## config.mk

```make
export PLATFORM = sky130hd
export DESIGN_NAME = mmuc_top
export DESIGN_NICKNAME = d
export VERILOG_FILES = /design/src/rtl/mmuc_pkg.sv /design/src/rtl/mmuc_regbus.sv /design/src/rtl/mmuc_fsm.sv /design/src/rtl/mmuc_fault.sv /design/src/rtl/mmuc_top.sv
export SDC_FILE = /design/constraint.sdc
export NUM_CORES = 1
export LEC_CHECK = 0
export ABC_AREA = 1
export CORE_UTILIZATION = 50
export CTS_BUF_LIST = sky130_fd_sc_hd__clkbuf_4
export CTS_CLUSTER_DIAMETER = 40
export DETAILED_ROUTE_END_ITERATION = 10
export HOLD_SLACK_MARGIN = 0.12
export PLACE_DENSITY = 0.8
export SLEW_MARGIN = 0
export SYNTH_ARGS = -nofsm -noshare
export SYNTH_HDL_FRONTEND = slang
export SYNTH_SLANG_ARGS = --single-unit
```

## constraint.sdc

```tcl
create_clock -name clk -period 5.1 [get_ports clk]
set_input_delay 1.02 -clock clk [delete_from_list [all_inputs] [get_ports clk]]
set_output_delay 1.02 -clock clk [all_outputs]
set_load 0.02 [all_outputs]
```

## src/rtl/mmuc_pkg.sv

```systemverilog
package mmuc_pkg;

    typedef enum logic [1:0] {
        ST_OFF   = 2'd0,
        ST_RUN   = 2'd1,
        ST_DRAIN = 2'd2,
        ST_HELD  = 2'd3
    } xlat_state_e;

    localparam int unsigned CODE_RUN  = 32'h5;
    localparam int unsigned CODE_STOP = 32'h7;
    localparam int unsigned CODE_OFF  = 32'h0;

    localparam int unsigned OFS_CTRL  = 32'h000;
    localparam int unsigned OFS_CFG   = 32'h004;
    localparam int unsigned OFS_STAT  = 32'h008;
    localparam int unsigned OFS_PTB   = 32'h00C;
    localparam int unsigned OFS_FSTAT = 32'h060;
    localparam int unsigned OFS_FCLR  = 32'h064;
    localparam int unsigned OFS_FMASK = 32'h068;
    localparam int unsigned OFS_RVA   = 32'h070;
    localparam int unsigned OFS_WVA   = 32'h080;

endpackage

```

## src/rtl/mmuc_regbus.sv

```systemverilog
module mmuc_regbus
    import mmuc_pkg::*;
#(
    parameter int AW = 12,
    parameter int DW = 32
) (
    input  logic          clk,
    input  logic          rst_n,
    input  logic          bus_req,
    input  logic          bus_we,
    input  logic [AW-1:0] bus_addr,
    input  logic [DW-1:0] ctrl_view,
    input  logic [DW-1:0] cfg_view,
    input  logic [DW-1:0] stat_view,
    input  logic [DW-1:0] ptb_view,
    input  logic [DW-1:0] fstat_view,
    input  logic [DW-1:0] fmask_view,
    input  logic [DW-1:0] rva_view,
    input  logic [DW-1:0] wva_view,
    output logic          we_ctrl,
    output logic          we_cfg,
    output logic          we_ptb,
    output logic          we_fclr,
    output logic          we_fmask,
    output logic [DW-1:0] bus_rdata
);

    logic          wr_any;
    logic          rd_any;
    logic [DW-1:0] rd_mux;

    assign wr_any = bus_req && bus_we;
    assign rd_any = bus_req && !bus_we;

    always_comb begin
        we_ctrl  = wr_any && (bus_addr == AW'(OFS_CTRL));
        we_cfg   = wr_any && (bus_addr == AW'(OFS_CFG));
        we_ptb   = wr_any && (bus_addr == AW'(OFS_PTB));
        we_fclr  = wr_any && (bus_addr == AW'(OFS_FCLR));
        we_fmask = wr_any && (bus_addr == AW'(OFS_FMASK));
    end

    always_comb begin
        rd_mux = '0;
        if (bus_addr == AW'(OFS_CTRL))       rd_mux = ctrl_view;
        else if (bus_addr == AW'(OFS_CFG))   rd_mux = cfg_view;
        else if (bus_addr == AW'(OFS_STAT))  rd_mux = stat_view;
        else if (bus_addr == AW'(OFS_PTB))   rd_mux = ptb_view;
        else if (bus_addr == AW'(OFS_FSTAT)) rd_mux = fstat_view;
        else if (bus_addr == AW'(OFS_FMASK)) rd_mux = fmask_view;
        else if (bus_addr == AW'(OFS_RVA))   rd_mux = rva_view;
        else if (bus_addr == AW'(OFS_WVA))   rd_mux = wva_view;
    end

    always_ff @(posedge clk) begin
        if (!rst_n)      bus_rdata <= '0;
        else if (rd_any) bus_rdata <= rd_mux;
        else             bus_rdata <= '0;
    end

endmodule

```

## src/rtl/mmuc_fsm.sv

```systemverilog
module mmuc_fsm
    import mmuc_pkg::*;
#(
    parameter int CNT_W = 4,
    parameter int DW    = 32
) (
    input  logic          clk,
    input  logic          rst_n,
    input  logic          ctrl_we,
    input  logic [DW-1:0] ctrl_wdata,
    input  logic          fault_any,
    input  logic          xl_start,
    input  logic          xl_done,
    output xlat_state_e   state,
    output logic          xl_on,
    output logic          xl_hold,
    output logic          drained,
    output logic [DW-1:0] ctrl_view
);

    xlat_state_e      state_nxt;
    logic [CNT_W-1:0] inflight;
    logic [CNT_W-1:0] inflight_nxt;
    logic             go_run;
    logic             go_off;
    logic             go_stop;
    logic             bad_code;

    always_comb begin
        go_run   = ctrl_we && !fault_any && (ctrl_wdata == DW'(CODE_RUN));
        go_off   = ctrl_we && !fault_any && (ctrl_wdata == DW'(CODE_OFF));
        go_stop  = fault_any || (ctrl_we && (ctrl_wdata == DW'(CODE_STOP)));
        bad_code = ctrl_we && (ctrl_wdata != DW'(CODE_RUN)) &&
                   (ctrl_wdata != DW'(CODE_OFF)) && (ctrl_wdata != DW'(CODE_STOP));
    end

    assign inflight_nxt = inflight + CNT_W'(xl_start) - CNT_W'(xl_done);

    always_ff @(posedge clk) begin
        if (!rst_n) inflight <= '0;
        else        inflight <= inflight_nxt;
    end

    always_comb begin
        state_nxt = state;
        unique case (state)
            ST_OFF, ST_RUN: begin
                if (go_stop)     state_nxt = ST_DRAIN;
                else if (go_run) state_nxt = ST_RUN;
                else if (go_off) state_nxt = ST_OFF;
            end
            ST_DRAIN: begin
                if (go_run)                  state_nxt = ST_RUN;
                else if (go_off)             state_nxt = ST_OFF;
                else if (inflight_nxt == '0) state_nxt = ST_HELD;
            end
            ST_HELD: begin
                if (go_run)      state_nxt = ST_RUN;
                else if (go_off) state_nxt = ST_OFF;
            end
        endcase
    end

    always_ff @(posedge clk) begin
        if (!rst_n) state <= ST_OFF;
        else        state <= state_nxt;
    end

    always_comb begin
        xl_on     = 1'b0;
        xl_hold   = 1'b0;
        drained   = 1'b0;
        ctrl_view = DW'(CODE_OFF);
        unique case (state)
            ST_OFF: begin
            end
            ST_RUN: begin
                xl_on     = 1'b1;
                ctrl_view = DW'(CODE_RUN);
            end
            ST_DRAIN: begin
                xl_on     = 1'b1;
                xl_hold   = 1'b1;
                ctrl_view = DW'(CODE_STOP);
            end
            ST_HELD: begin
                xl_on     = 1'b1;
                xl_hold   = 1'b1;
                drained   = 1'b1;
                ctrl_view = DW'(CODE_STOP);
            end
        endcase
    end


    held_from_drain_chk: assert property (@(posedge clk) disable iff (!rst_n)
        (state == ST_HELD && $past(state) != ST_HELD) |-> ($past(state) == ST_DRAIN && inflight == '0));


    fault_stops_chk: assert property (@(posedge clk) disable iff (!rst_n)
        fault_any |=> xl_hold);


    bad_code_ignored_chk: assert property (@(posedge clk) disable iff (!rst_n)
        (bad_code && !fault_any && state != ST_DRAIN) |=> (state == $past(state)));

endmodule

```

## src/rtl/mmuc_fault.sv

```systemverilog
module mmuc_fault #(
    parameter int NK   = 5,
    parameter int WOFS = 16,
    parameter int DW   = 32,
    parameter int VA_W = 32
) (
    input  logic            clk,
    input  logic            rst_n,
    input  logic [NK-1:0]   rd_fault,
    input  logic [VA_W-1:0] rd_fault_va,
    input  logic [NK-1:0]   wr_fault,
    input  logic [VA_W-1:0] wr_fault_va,
    input  logic            we_fclr,
    input  logic            we_fmask,
    input  logic [DW-1:0]   wdata,
    output logic [DW-1:0]   fstat,
    output logic [DW-1:0]   fmask,
    output logic [VA_W-1:0] rva,
    output logic [VA_W-1:0] wva,
    output logic            irq,
    output logic            fault_any
);

    localparam logic [DW-1:0] LANE  = DW'((64'd1 << NK) - 64'd1);
    localparam logic [DW-1:0] LEGAL = LANE | (LANE << WOFS);

    logic [DW-1:0]   clr_vec;
    logic [DW-1:0]   still_set;
    logic [DW-1:0]   set_vec;
    logic [NK-1:0]   pulse   [2];
    logic [VA_W-1:0] pva     [2];
    logic [VA_W-1:0] cap     [2];

    assign pulse[0] = rd_fault;
    assign pulse[1] = wr_fault;
    assign pva[0]   = rd_fault_va;
    assign pva[1]   = wr_fault_va;

    assign clr_vec   = we_fclr ? wdata : '0;
    assign still_set = fstat & ~clr_vec;
    assign set_vec   = (DW'(rd_fault) | (DW'(wr_fault) << WOFS)) & LEGAL;
    assign fault_any = (|rd_fault) || (|wr_fault);

    always_ff @(posedge clk) begin
        if (!rst_n) fstat <= '0;
        else        fstat <= still_set | set_vec;
    end

    always_ff @(posedge clk) begin
        if (!rst_n)        fmask <= LEGAL;
        else if (we_fmask) fmask <= wdata & LEGAL;
    end

    for (genvar d = 0; d < 2; d++) begin : g_dir
        logic [NK-1:0] pend;
        assign pend = still_set[d*WOFS +: NK];
        always_ff @(posedge clk) begin
            if (!rst_n)                   cap[d] <= '0;
            else if (|(pulse[d] & ~pend)) cap[d] <= pva[d];
        end
    end

    assign rva = cap[0];
    assign wva = cap[1];
    assign irq = |(fstat & fmask);


    sticky_bits_chk: assert property (@(posedge clk) disable iff (!rst_n)
        1'b1 |=> ((($past(fstat) & ~$past(clr_vec)) & ~fstat) == '0));


    irq_quiet_chk: assert property (@(posedge clk) disable iff (!rst_n)
        (fstat == '0) |-> !irq);

endmodule

```

## src/rtl/mmuc_top.sv

```systemverilog
module mmuc_top
    import mmuc_pkg::*;
#(
    parameter int AW    = 12,
    parameter int DW    = 32,
    parameter int VA_W  = 32,
    parameter int PFN_W = 24,
    parameter int NK    = 5,
    parameter int WOFS  = 16,
    parameter int CNT_W = 4
) (
    input  logic             clk,
    input  logic             rst_n,
    input  logic             bus_req,
    input  logic             bus_we,
    input  logic [AW-1:0]    bus_addr,
    input  logic [DW-1:0]    bus_wdata,
    output logic [DW-1:0]    bus_rdata,
    input  logic [NK-1:0]    rd_fault,
    input  logic [VA_W-1:0]  rd_fault_va,
    input  logic [NK-1:0]    wr_fault,
    input  logic [VA_W-1:0]  wr_fault_va,
    input  logic             xl_start,
    input  logic             xl_done,
    output logic             xl_on,
    output logic             xl_hold,
    output logic [PFN_W-1:0] pt_pfn,
    output logic             flush_all,
    output logic             irq
);

    xlat_state_e   state;
    logic          we_ctrl, we_cfg, we_ptb, we_fclr, we_fmask;
    logic          drained;
    logic          fault_any;
    logic [DW-1:0] ctrl_view, cfg_q, fstat, fmask;
    logic [VA_W-1:0] rva, wva;

    mmuc_regbus #(.AW(AW), .DW(DW)) u_bus (
        .clk(clk), .rst_n(rst_n),
        .bus_req(bus_req), .bus_we(bus_we), .bus_addr(bus_addr),
        .ctrl_view(ctrl_view), .cfg_view(cfg_q),
        .stat_view(DW'(drained)), .ptb_view(DW'(pt_pfn)),
        .fstat_view(fstat), .fmask_view(fmask),
        .rva_view(DW'(rva)), .wva_view(DW'(wva)),
        .we_ctrl(we_ctrl), .we_cfg(we_cfg), .we_ptb(we_ptb),
        .we_fclr(we_fclr), .we_fmask(we_fmask),
        .bus_rdata(bus_rdata)
    );

    mmuc_fsm #(.CNT_W(CNT_W), .DW(DW)) u_fsm (
        .clk(clk), .rst_n(rst_n),
        .ctrl_we(we_ctrl), .ctrl_wdata(bus_wdata),
        .fault_any(fault_any), .xl_start(xl_start), .xl_done(xl_done),
        .state(state), .xl_on(xl_on), .xl_hold(xl_hold),
        .drained(drained), .ctrl_view(ctrl_view)
    );

    mmuc_fault #(.NK(NK), .WOFS(WOFS), .DW(DW), .VA_W(VA_W)) u_flt (
        .clk(clk), .rst_n(rst_n),
        .rd_fault(rd_fault), .rd_fault_va(rd_fault_va),
        .wr_fault(wr_fault), .wr_fault_va(wr_fault_va),
        .we_fclr(we_fclr), .we_fmask(we_fmask), .wdata(bus_wdata),
        .fstat(fstat), .fmask(fmask), .rva(rva), .wva(wva),
        .irq(irq), .fault_any(fault_any)
    );

    always_ff @(posedge clk) begin
        if (!rst_n) begin
            cfg_q     <= '0;
            pt_pfn    <= '0;
            flush_all <= 1'b0;
        end else begin
            if (we_cfg) cfg_q <= bus_wdata;
            if (we_ptb) pt_pfn <= bus_wdata[PFN_W-1:0];
            flush_all <= we_ptb;
        end
    end


    drained_means_stopped_chk: assert property (@(posedge clk) disable iff (!rst_n)
        drained |-> (xl_hold && state == ST_HELD));

endmodule

```

==> results of run 1 <==
-- synthesized netlist by cell type --
| cell | number |
|---|---|
| edfxtp_1 | 64 |
| nor2_1 | 82 |
| xor2_1 | 1 |
| buf_2 | 20 |
| inv_2 | 4 |
| o21ai_1 | 7 |
| o21ai_2 | 4 |
| nand2_1 | 180 |
| nor2_4 | 2 |
| a41oi_1 | 7 |
| o21bai_4 | 2 |
| fa_1 | 1 |
| nor3_2 | 1 |
| o2111ai_1 | 1 |
| o21ai_0 | 57 |
| nor4_1 | 1 |
| nand2_4 | 1 |
| inv_1 | 263 |
| dfxtp_1 | 137 |
| clkbuf_1 | 27 |
| buf_6 | 9 |
| nor3_1 | 4 |
| o21bai_2 | 2 |
| buf_1 | 1 |
| a221oi_1 | 2 |
| nor2_2 | 63 |
| o22ai_1 | 1 |
| nand4_1 | 19 |
| nand3b_1 | 1 |
| nand3_2 | 5 |
| nand3_1 | 43 |
| xnor2_1 | 2 |
| a211oi_1 | 33 |
| a21oi_1 | 80 |
| buf_4 | 2 |
| nand2_2 | 5 |
| ha_1 | 4 |
| o211ai_1 | 46 |
-- critical path: cells and delay by family --
| family | cells | cell delay, ps |
|---|---|---|
| buf+inv | 3 | 920 |
| compound gates | 2 | 790 |
| simple gates | 6 | 1070 |
-- area by class of cell --
cell class	count	area share
Tap cell	229	0.0238
Clock inverter	27	0.0111
Timing Repair Buffer	196	0.160
Sequential cell	201	0.388
Antenna cell	3	0.000624
Clock buffer	69	0.0431
Inverter	267	0.0833
Multi-Input combinational cell	657	0.290
-- per-layer routing --
layer,vias up,GRT usage
met5,-,0
met4,0,0.104
met3,58,0.0506
met2,377,0.399
met1,3706,0.331
li1,4202,-
-- power by group through the flow --
| stage | clock [mW] | sequential (mW) | combinational (mW) |
|---|---|---|---|
| floorplan | 0 | 1.77 | 0.198 |
| global placement | 0 | 1.78 | 0.344 |
| detailed placement | 0 | 1.78 | 0.352 |
| CTS | 1.37 | 1.74 | 0.353 |
| global route | 1.45 | 1.75 | 0.391 |
| finish | 1.34 | 1.74 | 0.352 |
-- cells by family (layout without fill, tap and decap cells) --
group / after synthesis / in the layout / synth area share
simple gates: 407 / 407 / 0.198
compound gates: 242 / 242 / 0.159
other cells: 0 / 3 / 0
xor+xnor: 3 / 3 / 0.00278
flops: 201 / 201 / 0.493
fa+ha+maj: 5 / 5 / 0.00741
buf+inv: 326 / 559 / 0.140
-- path summary, 6_finish.rpt --
kind | end | cells after the start | from | slack [ps]
setup / recovery | u_flt.cap[0][13]$_SDFFCE_PN0P_ | 11 | bus_addr[3] | 1690
hold / removal | cfg_q[14]$_SDFFE_PN0P_ | 2 | cfg_q[14]$_SDFFE_PN0P_ | 460
hold reg to reg | cfg_q[14]$_SDFFE_PN0P_ | 2 | cfg_q[14]$_SDFFE_PN0P_ | 460
setup reg to reg | u_flt.cap[0][13]$_SDFFCE_PN0P_ | 7 | u_flt.fstat[1]$_SDFF_PN0_ | 3150
-- registers in the layout (all words and copies together), names as in the netlist --
register and count:
flush_all 1, u_flt.fstat 32, u_bus.bus_rdata 32, u_fsm.inflight 4, pt_pfn 24, u_fsm.state 2
u_flt.cap 64, u_flt.fmask 10, cfg_q 32
-- through the flow --
stage	setup WS, ps	utilization	power, mW	cell area [um2]	hold slack (ps)
detailed placement	1060	0.622	2.13	11400	444
CTS	1720	0.658	3.47	12000	458
global placement	1160	0.622	2.12	11400	444
floorplan	2050	-	1.97	9460	434
global route	1530	0.658	3.59	12000	471
finish	1690	0.658	3.44	12000	458
==> results.md, run 1 <==
- Crit path cell chain: clkdlybuf4s50_1 > inv_1 > nand3_2 > nor2_2 > nand2_2 > o21ai_0 > nand2_1 > nand2_2 > o21bai_4 > buf_4 > nor2_2
- GPL Wtd Cong: 0.874
- Sequential area share after synthesis: 0.493
- Crit Path Max Fanout: 32
- Final cycle utilization of the critical path: 0.670
- Commonest non-fill, non-tap cell in the layout: inv_1
- Final non-filler cell total: 1,649
- Fin. Hold Viols: 0
- Worst path slowest cell: nand2_2
- Relative slew slack: 0.239
- Kind of critical path: primary input to register
- Nets: 1,504
- Synthesized Nets: 1,313
- First-pass DRT Iterations: 5
- Starting DRC count in detailed routing: 541
- # setup viols final: 0
- Max stage delay on crit path: 560 ps
- Die X: 140 um
- Area occupied by multi-input gates: 0.00349 mm2
- Uppermost layer routed: met4
- Overflow after GRT: 0
- Clk sinks: 201
- Largest area contributor in the netlist: dfxtp_1
- Core area: 0.0183 mm2
- H-tree depth: 2
- Unique masters post-synth: 38
- # hold bufs at CTS: 0
- Worst Tran Pin Value: 1140 ps
- Cell-internal power: 2.57 mW
- Pins Over Slew Limit: 0
- CP required: 5490 ps
- CTS tree: yes
- Unrepaired setup endpoints after global routing: false
- Pwr Density: 286 mW/mm2
- CTS Root Cell: clkbuf_4
- Drt drc: 0
- P_leak: 5.23 nW
- Clock share of power: 0.390
- Worst Hold Class: register to register
- Post-Place Cells: 1,550
- Clock latency on the worst-skew pair: 660 ps
- GRT Util Overall: 0.250
- Worst Path Arrival: 3810 ps
- Die Height: 140 um
- Fin Setup TNS: 0 ps
- Die area: 0.0195 mm2
- FP Rows: 49
- Part of the power in registers: 0.507
- FILL cells: 1,559
- Worst-path clk slew: 60 ps
- Sequential Area: 0.00466 mm2
- Initial antenna violation count: 3
- Io pins: 184
- WL met3: 1990 um
- Maximum vdd drop: 181 uV
- Syn avg cell area: 7.99 um2
- Max_cap viols: 0
- DR WL met2: 10,700 um
- Vias in the first global route: 7,756
- TritonCTS Buffers: 52
- CTS resizes: 0
- Sw Share: 0.252
- Max Freq: 293 MHz
- P&R area growth vs syn: 27.2%
- Tmin final: 3410 ps
- Wirelength per Cell: 14.6 um
- Number of setup buffers added after CTS: 0
- Wirelength, routed: 24,100 um
- First-pass GRT wire length: 38,500 um
- Commonest cells after routing, fill and taps aside: 263 x inv_1, 182 x clkdlybuf4s50_1, 179 x nand2_1
- Syn Inst Count: 1,184
- Crit end category: register
- Synth area leaders: dfxtp_1 29%, edfxtp_1 20%, inv_1 10%
- YS warnings: 0
- Share of cells above drive strength 1: 0.128
- Syn Std Cell Area: 0.00946 mm2
- Clk_skew: 34.6 ps
- Wire length on met1: 10,600 um
- DRT antenna net count: 0
- Portion of total power attributed to combinational logic: 0.102
- Area share of the largest cell type after synthesis: 0.290
- Critical Path Source Type: primary input
- Status: finished, final reports clean
- IO buf count: 183
- Post-synthesis register bit count: 201
- CTS Buffer Depth: 3
- P_sw: 0.867 mW
- Via-per-instance ratio: 5.06
- Via count: 8,343
- Post-DP HPWL: 17,600 um
- Largest net degree at the start of global routing: 65
- Initial Utilization: 0.518
Note: power is estimated with default switching activity, not from simulation.
==> run 2: changes to the inputs <==
--- a/config.mk
+++ b/config.mk
@@ -6,12 +6,12 @@
 export NUM_CORES = 1
 export LEC_CHECK = 0
 export ABC_AREA = 1
-export CORE_UTILIZATION = 50
+export CORE_UTILIZATION = 49
 export CTS_BUF_LIST = sky130_fd_sc_hd__clkbuf_4
 export CTS_CLUSTER_DIAMETER = 40
 export DETAILED_ROUTE_END_ITERATION = 10
 export HOLD_SLACK_MARGIN = 0.12
-export PLACE_DENSITY = 0.8
+export PLACE_DENSITY = 0.82
 export SLEW_MARGIN = 0
 export SYNTH_ARGS = -nofsm -noshare
 export SYNTH_HDL_FRONTEND = slang
==> constraint.sdc (replaced) <==
create_clock -name clk -period 2.8 [get_ports clk]
set_input_delay 0.56 -clock clk [delete_from_list [all_inputs] [get_ports clk]]
set_output_delay 0.56 -clock clk [all_outputs]
set_load 0.02 [all_outputs]
==> results.md, run 2 (synthesized netlist as in run 1, its figures left out) <==
- FILL cells: 1,572 (+0.83%)
- Share of cells above drive strength 1: 0.139 (+0.0110)
- FP Rows: 50 (+2.0%)
- Kind of critical path: register to output port
- Wirelength, routed: 24,300 um (+0.73%)
- Max FFs per register: 64 (unchanged)
- Worst path slowest cell: dlygate4sd2_1
- Relative slew slack: 0.580 (+0.341)
- CTS resizes: 1 (+1)
- Dpl cell area: 0.0116 mm2 (+2.2%)
- First-pass DRT Iterations: 5 (unchanged)
- Drt drc: 0 (unchanged)
- Overflow after GRT: 0 (unchanged)
- Die area: 0.0199 mm2 (+2.0%)
- Worst R2R Path Depth: 11 (+4)
- Starting DRC count in detailed routing: 489 (-9.6%)
- # setup viols final: 0 (unchanged)
- CTS Buffer Depth: 3 (unchanged)
- Crit path cell chain: inv_1 > o21ai_0 > a221oi_1 > nand4_1 > dlygate4sd2_1
- Clk sinks: 201 (unchanged)
- Pins Over Slew Limit: 0 (unchanged)
- Tmin final: 2640 ps
- Nets: 1,519 (+1.0%)
- Post-Place Cells: 1,600 (+3.2%)
- Initial Utilization: 0.502 (-0.0154)
- R2r endpoint: u_fsm.state[0]$_SDFFE_PN0P_
- Final non-filler cell total: 1,689 (+2.4%)
- Top reg by flops: u_flt.cap
- First-pass GRT wire length: 38,800 um (+0.61%)
- CTS Root Cell: clkbuf_4
- Maximum vdd drop: 254 uV (+41%)
- Max_cap viols: 0 (unchanged)
- Status: finished, final reports clean
- Commonest cells after routing, fill and taps aside: 263 x inv_1, 181 x clkdlybuf4s50_1, 179 x nand2_1
- CP required: 2240 ps (-3250 ps)
- Clock latency on the worst-skew pair: 660 ps (about the same)
- Die Height: 141 um (+1.0%)
- Hold Path Depth: 3 (+1)
- Final cycle utilization of the critical path: 0.944
- Die X: 141 um (+1.0%)
- Crit end category: output port
- Post-route cell area: 0.0122 mm2 (+1.5%)
- Pwr Density: 500 mW/mm2 (+75%)
- Critical Path Source Type: register
- Via count: 8,414 (+0.85%)
- TritonCTS Buffers: 48 (-7.7%)
- P_leak: 5.32 nW (+1.8%)
- Wirelength per Cell: 14.4 um (-1.7%)
- DRT antenna net count: 0 (unchanged)
- Max Freq: 378 MHz
- Fin. Hold Viols: 0 (unchanged)
- Worst-path clk slew: 80 ps (+20 ps)
- Worst Hold Class: primary input to register
- IO buf count: 183 (unchanged)
- H-tree depth: 2 (unchanged)
- Unrepaired setup endpoints after global routing: false
- Fin Setup TNS: 0 ps (unchanged)
- Max stage delay on crit path: 370 ps (-190 ps)
- Via-per-instance ratio: 4.98 (-1.5%)
- Worst Tran Pin Value: 630 ps (-507 ps)
- Reg2Reg Launch Point: u_fsm.inflight[0]$_SDFF_PN0_
- Hold path endpoint: pt_pfn[9]$_SDFFE_PN0P_
- Hold Startpoint: rst_n
- P&R area growth vs syn: 29.1%
- Io pins: 184 (unchanged)
- Core area: 0.0188 mm2 (+3.1%)
- Commonest non-fill, non-tap cell in the layout: inv_1
- CTS tree: yes
- Post-DP HPWL: 18,100 um (+2.9%)
- Crit Path Max Fanout: 2 (-94%)
- Largest net degree at the start of global routing: 65 (unchanged)
- Number of setup buffers added after CTS: 0 (unchanged)
- Worst Path Arrival: 2080 ps (-1730 ps)
- Clk_skew: 54.1 ps (+19.5 ps)
- Vias in the first global route: 7,872 (+1.5%)
- GRT Util Overall: 0.247 (-0.00268)
- # hold bufs at CTS: 0 (unchanged)
- Flop2flop setup slack: 880 ps (-2270 ps)
- Initial antenna violation count: 4 (+1)
- GPL Wtd Cong: 0.946 (+8.3%)
## run 2: critical path, delay by kind of cell, from the launching register on
kind	cells	cell delay (ps)
buf+inv	2	480
compound gates	2	430
flops	1	320
simple gates	1	210
## run 2: worst max path at each step
stage / from / end / slack (ps) / cells past startpoint
global placement: bus_addr[5] / u_flt.cap[1][2]$_SDFFCE_PN0P_ / 60 / 11
global route: u_flt.fmask[2]$_SDFFE_PN1P_ / irq / 20 / 5
finish: u_flt.fmask[2]$_SDFFE_PN1P_ / irq / 160 / 5
CTS: u_flt.fmask[2]$_SDFFE_PN1P_ / irq / 120 / 5
detailed placement: bus_addr[7] / u_flt.cap[0][25]$_SDFFCE_PN0P_ / -20 / 11
floorplan: bus_addr[9] / u_flt.cap[1][0]$_SDFFCE_PN0P_ / 210 / 10
## run 2: per-stage QoR
stage	power (mW)	hold WS [ps]	setup WS, ps	util
5_1_grt	6.36	189	17.0	0.648
3_5_place_dp	3.89	444	-17.2	0.617
2_1_floorplan	3.59	434	214	-
4_1_cts	6.14	173	118	0.648
3_3_place_gp	3.87	444	65.0	0.617
6_report	6.10	203	158	0.648
## run 2: layer usage
layer | track usage | vias to the layer above | routed length (um)
met5 | 0 | - | 12
met4 | 0.105 | 2 | 756
met3 | 0.0526 | 54 | 1820
met2 | 0.393 | 339 | 11000
met1 | 0.326 | 3807 | 10600
li1 | - | 4212 | -
## run 2: where the power goes
group / switching (mW) / internal [mW]
registers: 0.0495 / 3.13
logic: 0.340 / 0.312
clock network: 1.16 / 1.12
## run 2: area by class of cell
class,count,area (um2),share of cell area
Clock inverter,20,85.1,0.00697
Antenna cell,2,5.00,0.000410
Sequential cell,201,4660,0.382
Inverter,267,1000,0.0821
Clock buffer,67,503,0.0412
Tap cell,260,325,0.0266
Timing Repair Buffer,215,2140,0.175
Multi-Input combinational cell,657,3480,0.285
==> run 3: changes to the inputs <==
--- a/config.mk
+++ b/config.mk
@@ -10,6 +10,7 @@
 export CTS_BUF_LIST = sky130_fd_sc_hd__clkbuf_4
 export CTS_CLUSTER_DIAMETER = 40
 export DETAILED_ROUTE_END_ITERATION = 10
+export GPL_TIMING_DRIVEN = 0
 export HOLD_SLACK_MARGIN = 0.12
 export PLACE_DENSITY = 0.82
 export SLEW_MARGIN = 0
==> results.md, run 3 (synthesized netlist as in run 1, its figures left out) <==
- Hold Path Depth: 2 (-1)
- Critical Path Source Type: register
- Worst path slowest cell: dlygate4sd2_1
- CTS Buffer Depth: 3 (unchanged)
- Part of the power in registers: 0.501 (-0.020)
- Pwr Density: 516 mW/mm2 (+3.3%)
- CP required: 2240 ps (about the same)
- Top reg by flops: u_flt.cap
- First-pass GRT wire length: 40,900 um (+5.5%)
- Share of cells above drive strength 1: 0.133 (-0.00602)
- Final Power: 6.33 mW (+3.6%)
- Max stage delay on crit path: 370 ps (about the same)
- P_sw: 1.57 mW (+1.3%)
- Worst Hold Class: register to register
- # setup viols final: 0 (unchanged)
- Worst Path Arrival: 2050 ps (-30 ps)
- Die X: 141 um (unchanged)
- Crit end category: output port
- Post-Place Cells: 1,626 (+1.6%)
- Clk_skew: 38.8 ps (-15.3 ps)
- Via-per-instance ratio: 5.02 (+0.78%)
- R2r endpoint: u_fsm.state[0]$_SDFFE_PN0P_
- Layer with the highest usage: met2
- Cell family with most CP delay: buffers and inverters
- Cell-internal power: 4.76 mW (+4.4%)
- Hold WS: 459 ps (+256 ps)
- Clock latency on the worst-skew pair: 660 ps (about the same)
- Largest net degree at the start of global routing: 33 (-49%)
- Initial Utilization: 0.502 (unchanged)
- Post-DP HPWL: 19,900 um (+10%)
- Final cycle utilization of the critical path: 0.933 (-0.0103)
- FP Rows: 50 (unchanged)
- Portion of total power attributed to combinational logic: 0.105 (-0.002)
- Sw Share: 0.248 (-0.00562)
- Nets: 1,545 (+1.7%)
- GPL Wtd Cong: 0.923 (-2.4%)
- GR Util met2: 0.434 (+0.0414)
- M1 GR Usage: 0.335 (+0.00895)
- Worst Tran Pin Value: 757 ps (+127 ps)
- Initial antenna violation count: 1 (-3)
- Reg2Reg Launch Point: u_fsm.inflight[0]$_SDFF_PN0_
- CTS Root Cell: clkbuf_4
- IO buf count: 182 (-0.55%)
- Io pins: 184 (unchanged)
- Clk sinks: 201 (unchanged)
- TritonCTS Buffers: 48 (unchanged)
- Max_cap viols: 0 (unchanged)
- Pins Over Slew Limit: 0 (unchanged)
- Clock share of power: 0.393 (+0.021)
- P_leak: 5.32 nW (about the same)
- Relative slew slack: 0.494 (-0.0862)
- Kind of critical path: register to output port
- Max Freq: 383 MHz (+1.1%)
- Drt drc: 0 (unchanged)
- Flop2flop setup slack: 870 ps (about the same)
- Number of setup buffers added after CTS: 0 (unchanged)
- Crit Path Max Fanout: 2 (unchanged)
- Overflow after GRT: 0 (unchanged)
- Max FFs per register: 64 (unchanged)
- Starting DRC count in detailed routing: 699 (+43%)
- Worst R2R Path Depth: 11 (unchanged)
- Fin. Hold Viols: 0 (unchanged)
- Final core utilization: 0.651 (+0.00233)
- Status: finished, final reports clean
- Wirelength per Cell: 15.2 um (+5.8%)
- Via count: 8,610 (+2.3%)
- Number of buffers and inverters on the critical path: 2 (unchanged)
- Hold Startpoint: cfg_q[29]$_SDFFE_PN0P_
- Die area: 0.0199 mm2 (unchanged)
- # hold bufs at CTS: 0 (unchanged)
- Commonest cells after routing, fill and taps aside: 263 x inv_1, 181 x clkdlybuf4s50_1, 178 x nand2_1
- Core area: 0.0188 mm2 (unchanged)
- First-pass DRT Iterations: 5 (unchanged)
- Wirelength, routed: 26,100 um (+7.4%)
- Die Height: 141 um (unchanged)
- CTS tree: yes
- GRT Util Overall: 0.266 (+0.0195)
- Commonest non-fill, non-tap cell in the layout: inv_1
- Dpl cell area: 0.0116 mm2 (-0.11%)
- Hold path endpoint: cfg_q[29]$_SDFFE_PN0P_
- Unrepaired setup endpoints after global routing: false
- Final non-filler cell total: 1,715 (+1.5%)
- Met3 Use GR: 0.0652 (+0.0126)
- H-tree depth: 2 (unchanged)
- P&R area growth vs syn: 29.6%
- Crit path cell chain: inv_1 > o21ai_0 > a221oi_1 > nand4_1 > dlygate4sd2_1
- Tmin final: 2610 ps (-28.9 ps)
- Maximum vdd drop: 258 uV (+1.5%)
- Post-route cell area: 0.0123 mm2 (+0.36%)
- Vias in the first global route: 8,190 (+4.0%)
- Worst-path clk slew: 70 ps (about the same)
- DRT antenna net count: 0 (unchanged)
==> run 3: cell types whose count changed in the layout (fill, tap and decap cells not counted), sizes merged <==
cell | previous run | this run
inv | 269 | 267
clkinv | 18 | 17
buf | 33 | 32
bufinv | 0 | 2
clkbuf | 67 | 96
diode | 2 | 1
==> run 3: worst reg2reg max path: cells and delay by family, from the launching register on <==
| kind | cells | cell delay (ps) |
|---|---|---|
| DFF | 1 | 310 |
| adders and majority gates | 3 | 820 |
| xor gates and xnor gates | 1 | 220 |
| buffers and inverters | 3 | 160 |
| and+or+nand+nor | 4 | 370 |
==> run 3: power groups by stage <==
stage | Clock, mW | Sequential, mW | Combinational [mW]
floorplan | 0 | 3.23 | 0.360
global placement | 0 | 3.23 | 0.636
detailed placement | 0 | 3.24 | 0.661
CTS | 2.50 | 3.17 | 0.668
global route | 2.67 | 3.18 | 0.732
finish | 2.49 | 3.17 | 0.667
==> run 3: repair_timing <==
| action | 4_1_cts | 5_1_grt |
|---|---|---|
| hold endpoints to repair | 0 | 0 |
| endpoints found under the setup margin | 65 | 0 |
| resized for setup | 3 | 0 |
==> run 3: final cells by class <==
| type | count | area (um2) |
|---|---|---|
| fill | 1602 | 6580 |
| sequential | 201 | 4660 |
| multi-input combinational | 657 | 3470 |
| timing repair buffer | 182 | 1820 |
| inverter | 267 | 1000 |
| clock buffer | 69 | 518 |
| tap | 260 | 325 |
| buffer | 59 | 322 |
| clock inverter | 19 | 124 |
| antenna | 1 | 2.50 |
==> run 3: worst max-delay path by stage <==
stage / start / end / slack (ps) / cells after the start
finish: u_flt.fmask[2]$_SDFFE_PN1P_ / irq / 190 / 5
floorplan: bus_addr[9] / u_flt.cap[1][0]$_SDFFCE_PN0P_ / 210 / 10
detailed placement: bus_addr[1] / u_flt.cap[1][5]$_SDFFCE_PN0P_ / -730 / 11
global route: u_flt.fstat[2]$_SDFF_PN0_ / irq / 30 / 5
global placement: bus_addr[1] / u_flt.cap[1][5]$_SDFFCE_PN0P_ / -680 / 11
CTS: u_flt.fstat[2]$_SDFF_PN0_ / irq / 150 / 5
==> run 3: stage by stage <==
| stage | worst slack (ps) | setup TNS [ps] |
|---|---|---|
| after floorplan | 214 | 0 |
| after global placement | -675 | -42890 |
| after detailed placement | -725 | -45680 |
| after CTS | 146 | 0 |
| after global routing | 26.0 | 0 |
| final | 187 | 0 |
==> run 3: routing by layer <==
layer / vias up / wire, um
li1: 4271 / -
met1: 3878 / 10900
met2: 391 / 11900
met3: 70 / 2310
met4: 0 / 862
met5: - / 0
